==> src/rtl/pfx_pkg.sv <==
package pfx_pkg;

    // Class of a request, decided in stage one.
    typedef enum logic [1:0] {
        CLS_SHORT = 2'd0,
        CLS_LONG  = 2'd1,
        CLS_RANGE = 2'd2
    } sym_cls_e;

endpackage

==> src/rtl/pfx_msb_find.sv <==
// Position of the highest set bit (floor log2); 0 for an all-zero input.
module pfx_msb_find #(
    parameter int W = 33
) (
    input  logic [W-1:0]         val,
    output logic [$clog2(W)-1:0] pos
);
    logic [W-1:0] top_hit;

    genvar g;
    generate
        for (g = 0; g < W; g++) begin : g_bit
            if (g == W - 1) begin : g_top
                assign top_hit[g] = val[g];
            end else begin : g_low
                assign top_hit[g] = val[g] & ~(|val[W-1:g+1]);
            end
        end
    endgenerate

    always_comb begin
        pos = '0;
        for (int i = 0; i < W; i++) begin
            if (top_hit[i]) pos = pos | ($clog2(W))'(i);
        end
    end
endmodule

==> src/rtl/pfx_split.sv <==
// Stage-one logic: k, short-code count S and class of the index.
module pfx_split
    import pfx_pkg::*;
#(
    parameter int CNT_W = 33,
    parameter int IDX_W = CNT_W - 1,
    parameter int LOG_W = $clog2(CNT_W),
    parameter int SUM_W = CNT_W + 1
) (
    input  logic [CNT_W-1:0] count,
    input  logic [IDX_W-1:0] index,
    output logic [LOG_W-1:0] k,
    output logic [SUM_W-1:0] short_cnt,
    output sym_cls_e         cls
);
    localparam logic [CNT_W-1:0] MAX_CNT = CNT_W'(1) << (CNT_W - 1);

    logic [SUM_W-1:0] span;
    logic             bad_count;
    logic             bad_index;

    pfx_msb_find #(.W(CNT_W)) u_msb (
        .val (count),
        .pos (k)
    );

    // S = 2^(k+1) - N, equal to N - 2*(N - 2^k)
    assign span      = SUM_W'(1) << (k + LOG_W'(1));
    assign short_cnt = span - SUM_W'(count);

    assign bad_count = (count < CNT_W'(2)) || (count > MAX_CNT);
    assign bad_index = CNT_W'(index) >= count;

    always_comb begin
        if (bad_count || bad_index) begin
            cls = CLS_RANGE;
        end else if (SUM_W'(index) < short_cnt) begin
            cls = CLS_SHORT;
        end else begin
            cls = CLS_LONG;
        end
    end
endmodule

==> src/rtl/pfx_emit.sv <==
// Stage-two logic: codeword and length from the stage-one record.
module pfx_emit
    import pfx_pkg::*;
#(
    parameter int CODE_W = 32,
    parameter int LOG_W  = 6,
    parameter int LEN_W  = 6,
    parameter int SUM_W  = 34
) (
    input  sym_cls_e          cls,
    input  logic [LOG_W-1:0]  k,
    input  logic [SUM_W-1:0]  short_cnt,
    input  logic [CODE_W-1:0] index,
    output logic [CODE_W-1:0] code,
    output logic [LEN_W-1:0]  len,
    output logic              oor
);
    always_comb begin
        unique case (cls)
            CLS_SHORT: begin
                code = index;
                len  = LEN_W'(k);
                oor  = 1'b0;
            end
            CLS_LONG: begin
                // 2S + (i - S) = i + S
                code = CODE_W'(SUM_W'(index) + short_cnt);
                len  = LEN_W'(k) + LEN_W'(1);
                oor  = 1'b0;
            end
            default: begin
                code = '0;
                len  = '0;
                oor  = 1'b1;
            end
        endcase
    end
endmodule

==> src/rtl/pfx_flat_coder.sv <==
module pfx_flat_coder
    import pfx_pkg::*;
#(
    parameter  int CNT_W  = 33,
    localparam int IDX_W  = CNT_W - 1,
    localparam int CODE_W = IDX_W,
    localparam int LOG_W  = $clog2(CNT_W),
    localparam int LEN_W  = LOG_W,
    localparam int SUM_W  = CNT_W + 1
) (
    input  logic              clk,
    input  logic              rst_n,
    input  logic              req_valid,
    input  logic [CNT_W-1:0]  sym_count,
    input  logic [IDX_W-1:0]  sym_index,
    output logic              out_valid,
    output logic [CODE_W-1:0] codeword,
    output logic [LEN_W-1:0]  code_len,
    output logic              out_of_range
);
    // stage-one combinational results
    logic [LOG_W-1:0]  sp_k;
    logic [SUM_W-1:0]  sp_s;
    sym_cls_e          sp_cls;

    // stage-one registers
    logic              s1_vld;
    logic [LOG_W-1:0]  s1_k;
    logic [SUM_W-1:0]  s1_s;
    logic [IDX_W-1:0]  s1_idx;
    sym_cls_e          s1_cls;

    // stage-two combinational results
    logic [CODE_W-1:0] em_code;
    logic [LEN_W-1:0]  em_len;
    logic              em_oor;

    pfx_split #(
        .CNT_W (CNT_W),
        .IDX_W (IDX_W),
        .LOG_W (LOG_W),
        .SUM_W (SUM_W)
    ) u_split (
        .count     (sym_count),
        .index     (sym_index),
        .k         (sp_k),
        .short_cnt (sp_s),
        .cls       (sp_cls)
    );

    always_ff @(posedge clk or negedge rst_n) begin
        if (!rst_n) begin
            s1_vld <= 1'b0;
            s1_k   <= '0;
            s1_s   <= '0;
            s1_idx <= '0;
            s1_cls <= CLS_RANGE;
        end else begin
            s1_vld <= req_valid;
            if (req_valid) begin
                s1_k   <= sp_k;
                s1_s   <= sp_s;
                s1_idx <= sym_index;
                s1_cls <= sp_cls;
            end
        end
    end

    pfx_emit #(
        .CODE_W (CODE_W),
        .LOG_W  (LOG_W),
        .LEN_W  (LEN_W),
        .SUM_W  (SUM_W)
    ) u_emit (
        .cls       (s1_cls),
        .k         (s1_k),
        .short_cnt (s1_s),
        .index     (s1_idx),
        .code      (em_code),
        .len       (em_len),
        .oor       (em_oor)
    );

    // Output register; idle cycles drive zeros
    always_ff @(posedge clk or negedge rst_n) begin
        if (!rst_n) begin
            out_valid    <= 1'b0;
            codeword     <= '0;
            code_len     <= '0;
            out_of_range <= 1'b0;
        end else begin
            out_valid    <= s1_vld;
            codeword     <= s1_vld ? em_code : '0;
            code_len     <= s1_vld ? em_len  : '0;
            out_of_range <= s1_vld & em_oor;
        end
    end
endmodule

==> config.mk <==
export PLATFORM = sky130hd
export DESIGN_NAME = pfx_flat_coder
export DESIGN_NICKNAME = d
export VERILOG_FILES = /design/src/rtl/pfx_pkg.sv /design/src/rtl/pfx_msb_find.sv /design/src/rtl/pfx_split.sv /design/src/rtl/pfx_emit.sv /design/src/rtl/pfx_flat_coder.sv
export SDC_FILE = /design/constraint.sdc
export NUM_CORES = 1
export LEC_CHECK = 0
export BUFFER_PORTS_ARGS = -buffer_cell sky130_fd_sc_hd__buf_2
export CAP_MARGIN = 25
export CORE_MARGIN = 4
export CORE_UTILIZATION = 45
export DETAILED_ROUTE_END_ITERATION = 7
export GPL_ROUTABILITY_DRIVEN = 0
export GPL_TIMING_DRIVEN = 0
export PLACE_DENSITY = 0.76
export REMOVE_ABC_BUFFERS = 1
export SLEW_MARGIN = 20
export SYNTH_ARGS = -nofsm -noshare
export SYNTH_HDL_FRONTEND = slang
export SYNTH_SLANG_ARGS = --single-unit
==> constraint.sdc <==
create_clock -name clk -period 3.05 [get_ports clk]
set_input_delay 0.4575 -clock clk [delete_from_list [all_inputs] [get_ports clk]]
set_output_delay 0.4575 -clock clk [all_outputs]
set_load 0.05 [all_outputs]
==> impl_metrics.yaml, run 1 <==
global_route:
  gr-usage-met3: 0.0565
  grt_max_degree: 75
  use_met1: 0.301
  grt_pass1_vias: 8876
  grt_pass1_wl_um: 45300
  gr-usage-met2: 0.392
  grt_busiest_layer: "met2"
  grt_util_all_layers: 0.235
  overflow: 0
  antenna_found_initial: 6
cts:
  cts_buffers: 17
  clock_latency_ns: 0.43
  cts_tree: "yes"
  cts_sinks: 113
  clockBufferDepth: 2
  htree_levels: 4
  root_buffer: "clkbuf_16"
  clkTransAtPathRegs_ns: 0.05
logic_synthesis:
  synth-edff-count: 0
  synth_top_area_share: 0.294
  synth_cell_type_count: 79
  syn-cell-area_um2: 9520
  synth.yosys.seq_area_share: 0.297
  yosys_warnings: 0
  syn_inst: 1048
  ys.flop_type: "dfrtp_1"
  avgSynthCellArea_um2: 9.08
  yosys_register_bits: 113
  yosys.area.top_type: "dfrtp_1"
  yosys-top-cells-area: "dfrtp_1, ha_1, a21oi_1"
  synth-async-reset-ratio: 1.00
setup_path:
  start_kind: "input pin"
  setup.worst_path.end_class: "flop"
  path_class: "input pin to flop"
  crit_fanout: 6
  arrival_ns: 5.61
  cp.required_ns: 3.36
die:
  die_w_um: 153
  die-area_um2: 23500
  core_um2: 20500
  die_y_um: 153
  ios: 108
  rows: 52
  start_util: 0.464
routing:
  drtIter0Drc: 754
  drc: 0
  drt-total-wl_um: 29100
  dr_total_vias: 8998
  via_per_inst: 5.98
  ant_nets: 0
  wl_per_cell_um: 19.3
  drtPass1Iterations: 7
timing:
  hold_slack_ns: 0.318
  slew_violations: 0
  period_share: 1.74
  setup_viol: 28
  period_needed_ns: 5.30
  fin_skew_ns: 0.0176
  rsz0062_at_grt: "yes"
  max_slew_margin: 0.508
  worst_slack_ns: -2.25
  fin_setup_tns_ns: -19.34
  worstMarginPinSlew_ns: 0.737
  hold_violations: 0
  fmax_mhz: 189
final_layout:
  area_growth_syn_to_layout_pct: 28.3
  num-nets-final: 1414
  drive_gt1_frac: 0.298
  fin_cells: 1504
pwr:
  p_leak_nw: 5.79
  ir_drop_uv: 322
  power_density_nw_per_um2: 450
worst_hold_path:
  min_path_type: "input pin to flop"
place:
  numPortBuffers: 107
  dp.cells: 1398
  dpl.hpwl_um: 20000
run:
  drv_cap: 0
status:
  outcome: "finished with violations"
  violations: "negative setup slack"
[registers in the layout, indices dropped and copies added (netlist names)]
register,count
codeword,32
s1_idx,32
s1_s,32
code_len,6
s1_k,6
s1_cls,2
out_of_range,1
out_valid,1
s1_vld,1
[cell type report]
type                       count  area [um2]
sequential                   113        2830
clock buffer                  27         493
multi-input combinational    853        7000
timing repair buffer         181        1250
tap                          270         338
clock inverter                 5         100
fill                        1640        8280
inverter                      51         191
antenna                        4        10.0
[cells in the final DEF (no fill, tap or decap), drive strengths merged, types with 4 or more instances in the layout]
cell type / instances
and2: 4
o211ai: 9
and3: 10
nor3: 19
o31ai: 5
nand4: 24
mux2i: 27
nor2: 87
xor2: 35
a21o: 41
o21a: 17
inv: 51
and4: 4
nor2b: 7
o22ai: 6
dfrtp: 112
a31oi: 12
o21ai: 72
nand2: 76
o21bai: 8
a21oi: 84
a2111oi: 5
diode: 4
a211oi: 12
xnor2: 26
nand2b: 14
nand3: 16
buf: 180
nor4: 15
ha: 127
mux2: 32
a31o: 5
clkbuf: 27
[power by group]
part           switching (mW)  leakage, nW  internal [mW]
clock network           0.712        0.290           1.35
registers              0.0950         1.41           1.63
logic                    1.01         4.10          0.700
[Yosys cell counts, types with 18 or more instances]
| cell | n |
|---|---|
| a21oi_1 | 84 |
| a21o_1 | 41 |
| clkbuf_1 | 21 |
| inv_1 | 51 |
| nand2_1 | 74 |
| dfrtp_1 | 112 |
| o21ai_0 | 72 |
| mux2i_1 | 27 |
| ha_1 | 127 |
| nor2_1 | 86 |
| mux2_2 | 32 |
| xor2_1 | 35 |
| xnor2_1 | 26 |
| nor3_1 | 18 |
| nand4_1 | 22 |
[critical path, stage by stage]
cell and delay, ns:
buf_8 0.10, nor4_4 0.41, nand4_4 0.22, buf_6 0.18, nor4_4 0.39, a2111oi_4 0.11
and2_4 0.20, nand2_4 0.08, nor2_4 0.05, fa_2 0.37, a211oi_4 0.23, o21a_2 0.20
o31ai_4 0.10, a31oi_4 0.18, nand3b_1 0.20, nand2_2 0.09, a221o_1 0.35, xnor2_2 0.15
ha_1 0.19, a21o_1 0.17, a21oi_1 0.13, nor2b_1 0.06, o21ai_1 0.10, or2b_4 0.27
a221o_1 0.35, a32o_1 0.21
[metrics by stage]
step	utilization	setup slack, ns	instance area (um2)	total power, mW
2_1_floorplan	-	-2.54	9350	2.80
3_3_place_gp	0.499	-3.47	10200	3.18
3_5_place_dp	0.505	-3.57	10300	3.24
4_1_cts	0.576	-2.06	11800	5.41
5_1_grt	0.596	-2.55	12200	5.77
6_report	0.596	-2.25	12200	5.49
[worst paths after layout]
check,cells past startpoint,start,slack [ns],endpoint
max in group asynchronous,3,rst_n,1.80,s1_cls[1]
hold reg to reg,0,s1_vld,0.43,out_valid
setup reg to reg,12,s1_idx[0],0.11,codeword[30]
setup / recovery,26,sym_count[30],-2.25,s1_cls[0]
min in group asynchronous,2,rst_n,0.53,codeword[7]
hold / removal,2,sym_index[5],0.32,s1_idx[5]
[per-layer routing]
metal | part of all wire | up-vias
li1 | - | 4222
met1 | 0.42 | 4309
met2 | 0.48 | 367
met3 | 0.065 | 96
met4 | 0.036 | 4
met5 | 0.00093 | -
[cells by family (layout without fill, tap and decap cells)]
kind of cell / count (synthesis) / after routing / synth area share
XOR/XNOR: 61 / 61 / 0.0561
multiplexers: 59 / 59 / 0.0662
AO/OA/AOI/OAI: 307 / 307 / 0.208
adder cells (fa/ha/maj): 129 / 129 / 0.171
buffers and inverters: 82 / 264 / 0.0375
flip-flops: 113 / 113 / 0.297
other: 1 / 5 / 0.000394
AND/OR/NAND/NOR: 296 / 296 / 0.163
[timing repair]
action | 4_1_cts | 5_1_grt
hold endpoints to repair | 39 | 0
setup buffers | 49 | 22
hold buffers | 1 | 0
setup endpoints to repair | 38 | 35
gates resized for setup | 107 | 66
pin swaps | 61 | 42
Power figures use the tool's default switching activity.
==> inputs of run 2 (changes only) <==
--- a/config.mk
+++ b/config.mk
@@ -18,3 +18,4 @@
 export SYNTH_ARGS = -nofsm -noshare
 export SYNTH_HDL_FRONTEND = slang
 export SYNTH_SLANG_ARGS = --single-unit
+export TNS_END_PERCENT = 20
==> impl_metrics.yaml, run 2 (synthesis gave the netlist of run 1 again) <==
status:
  outcome: "finished with violations"
  violations: "negative setup slack"
cts:
  clockBufferDepth: 2
  clock_latency_ns: 0.44
  root_buffer: "clkbuf_16"
  clkTransAtPathRegs_ns: 0.05
  cts_sinks: 113
  htree_levels: 4
  cts_buffers: 17
  cts_tree: "yes"
timing:
  period_needed_ns: 5.23
  hold_violations: 0
  hold_slack_ns: 0.314
  fin_skew_ns: 0.0161
  rsz0062_at_grt: "yes"
  slew_violations: 0
  period_share: 1.71
  worst_slack_ns: -2.18
  setup_viol: 28
  worstMarginPinSlew_ns: 0.749
  max_slew_margin: 0.500
  fmax_mhz: 191
setup_path:
  crit_path_start: "sym_count[30]"
  critPathCapture: "s1_cls[0]"
  cp_common_cell: "buf_4"
  max_stage_delay_ns: 0.40
  regToRegSetupSlack_ns: -0.02
  start_kind: "input pin"
  cp.required_ns: 3.36
  slowest_stage: "nor4_4"
  setup.worst_path.end_class: "flop"
  crit_fanout: 4
  r2r-start: "s1_idx[0]"
  ff2ff_path_depth: 11
  r2r_end: "codeword[30]"
  arrival_ns: 5.54
  path_class: "input pin to flop"
global_route:
  grt_pass1_vias: 8908
  grt_util_all_layers: 0.235
  grt_pass1_wl_um: 45400
  overflow: 0
  antenna_found_initial: 6
  grt_max_degree: 75
routing:
  drtPass1Iterations: 5
  drc: 0
  drtIter0Drc: 725
  wl_per_cell_um: 19.1
  via_per_inst: 6.00
  drt-total-wl_um: 28400
  dr_total_vias: 8921
  ant_nets: 0
die:
  start_util: 0.464
  ios: 108
  die_y_um: 153
  die_w_um: 153
  die-area_um2: 23500
  core_um2: 20500
  rows: 52
final_layout:
  num-nets-final: 1398
  reg_top3: "codeword x32, s1_idx x32, s1_s x32"
  fin_area_um2: 12000
  drive_gt1_frac: 0.274
  final_cell_mix: "ha_1, dfrtp_1, buf_2, nor2_1, a21oi_1"
  final_common_cell: "ha_1"
  area_growth_syn_to_layout_pct: 25.9
pwr:
  pwr-share-clk: 0.378
  switching_share: 0.329
  power_density_nw_per_um2: 455
  intPower_mw: 3.65
  switchingPower_mw: 1.79
  p_leak_nw: 5.70
  seq_power_share: 0.317
  comb_power_share: 0.305
  ir_drop_uv: 329
worst_hold_path:
  min_path_type: "input pin to flop"
place:
  place_area_um2: 10300
  dpl.hpwl_um: 20000
  numPortBuffers: 107
run:
  drv_cap: 0
-- run 2: area by class of cell --
type | instances | area (um2)
fill | 1684 | 8510
multi-input combinational | 853 | 6910
sequential | 113 | 2830
timing repair buffer | 165 | 1110
clock buffer | 27 | 493
tap | 270 | 338
inverter | 51 | 191
clock inverter | 5 | 100
antenna | 3 | 7.51
-- run 2: how the worst min path moves through the flow --
stage                   from          end  slack [ns]  depth (start not counted)
4_1_cts        sym_index[27]   s1_idx[27]        0.30                          3
6_report        sym_index[5]    s1_idx[5]        0.31                          2
2_1_floorplan          rst_n  code_len[0]        0.16                          0
3_5_place_dp           rst_n  codeword[7]        0.40                          1
3_3_place_gp          s1_vld    out_valid        0.39                          0
5_1_grt        sym_index[27]   s1_idx[27]        0.31                          3
-- run 2: repair_timing --
| action | CTS | global route |
|---|---|---|
| hold buffers | 1 | 0 |
| cloned | 0 | 0 |
| gates resized for setup | 107 | 35 |
| endpoints found under the hold margin | 39 | 0 |
| buffers inserted | 47 | 8 |
| pin swaps | 62 | 23 |
| endpoints found under the setup margin | 38 | 35 |
-- run 2: power by group through the flow --
stage               sequential, mW  clock (mW)  combinational [mW]
floorplan                     1.85           0               0.945
global placement              1.75           0                1.43
detailed placement            1.75           0                1.49
CTS                           1.72        2.08                1.60
global route                  1.74        2.15                1.82
finish                        1.73        2.06                1.66
-- run 2: worst max-delay path: cells and delay by family --
kind	cells	cell delay [ns]
AOI/OAI and AO/OA	12	2.22
xor gates and xnor gates	1	0.20
adders and majority gates	2	0.48
buffers and inverters	6	0.85
and+or+nand+nor	6	1.32
-- run 2: stage by stage --
step | setup TNS (ns) | cells | utilization | power [mW] | worst slack (ns)
after floorplan | -21.77 | 1017 | - | 2.80 | -2.54
after global placement | -48.90 | 1394 | 0.499 | 3.18 | -3.47
after detailed placement | -48.76 | 1398 | 0.505 | 3.24 | -3.57
after CTS | -13.04 | 1477 | 0.574 | 5.40 | -2.06
after global routing | -21.61 | 1487 | 0.585 | 5.72 | -2.39
final | -17.02 | 1487 | 0.585 | 5.45 | -2.18
-- run 2: metal layers --
metal | up-vias | GRT usage | wire length [um]
met5 | - | 0 | 29
li1 | 4188 | - | -
met3 | 88 | 0.0580 | 1870
met4 | 6 | 0.0849 | 960
met2 | 360 | 0.393 | 13500
met1 | 4279 | 0.297 | 12000
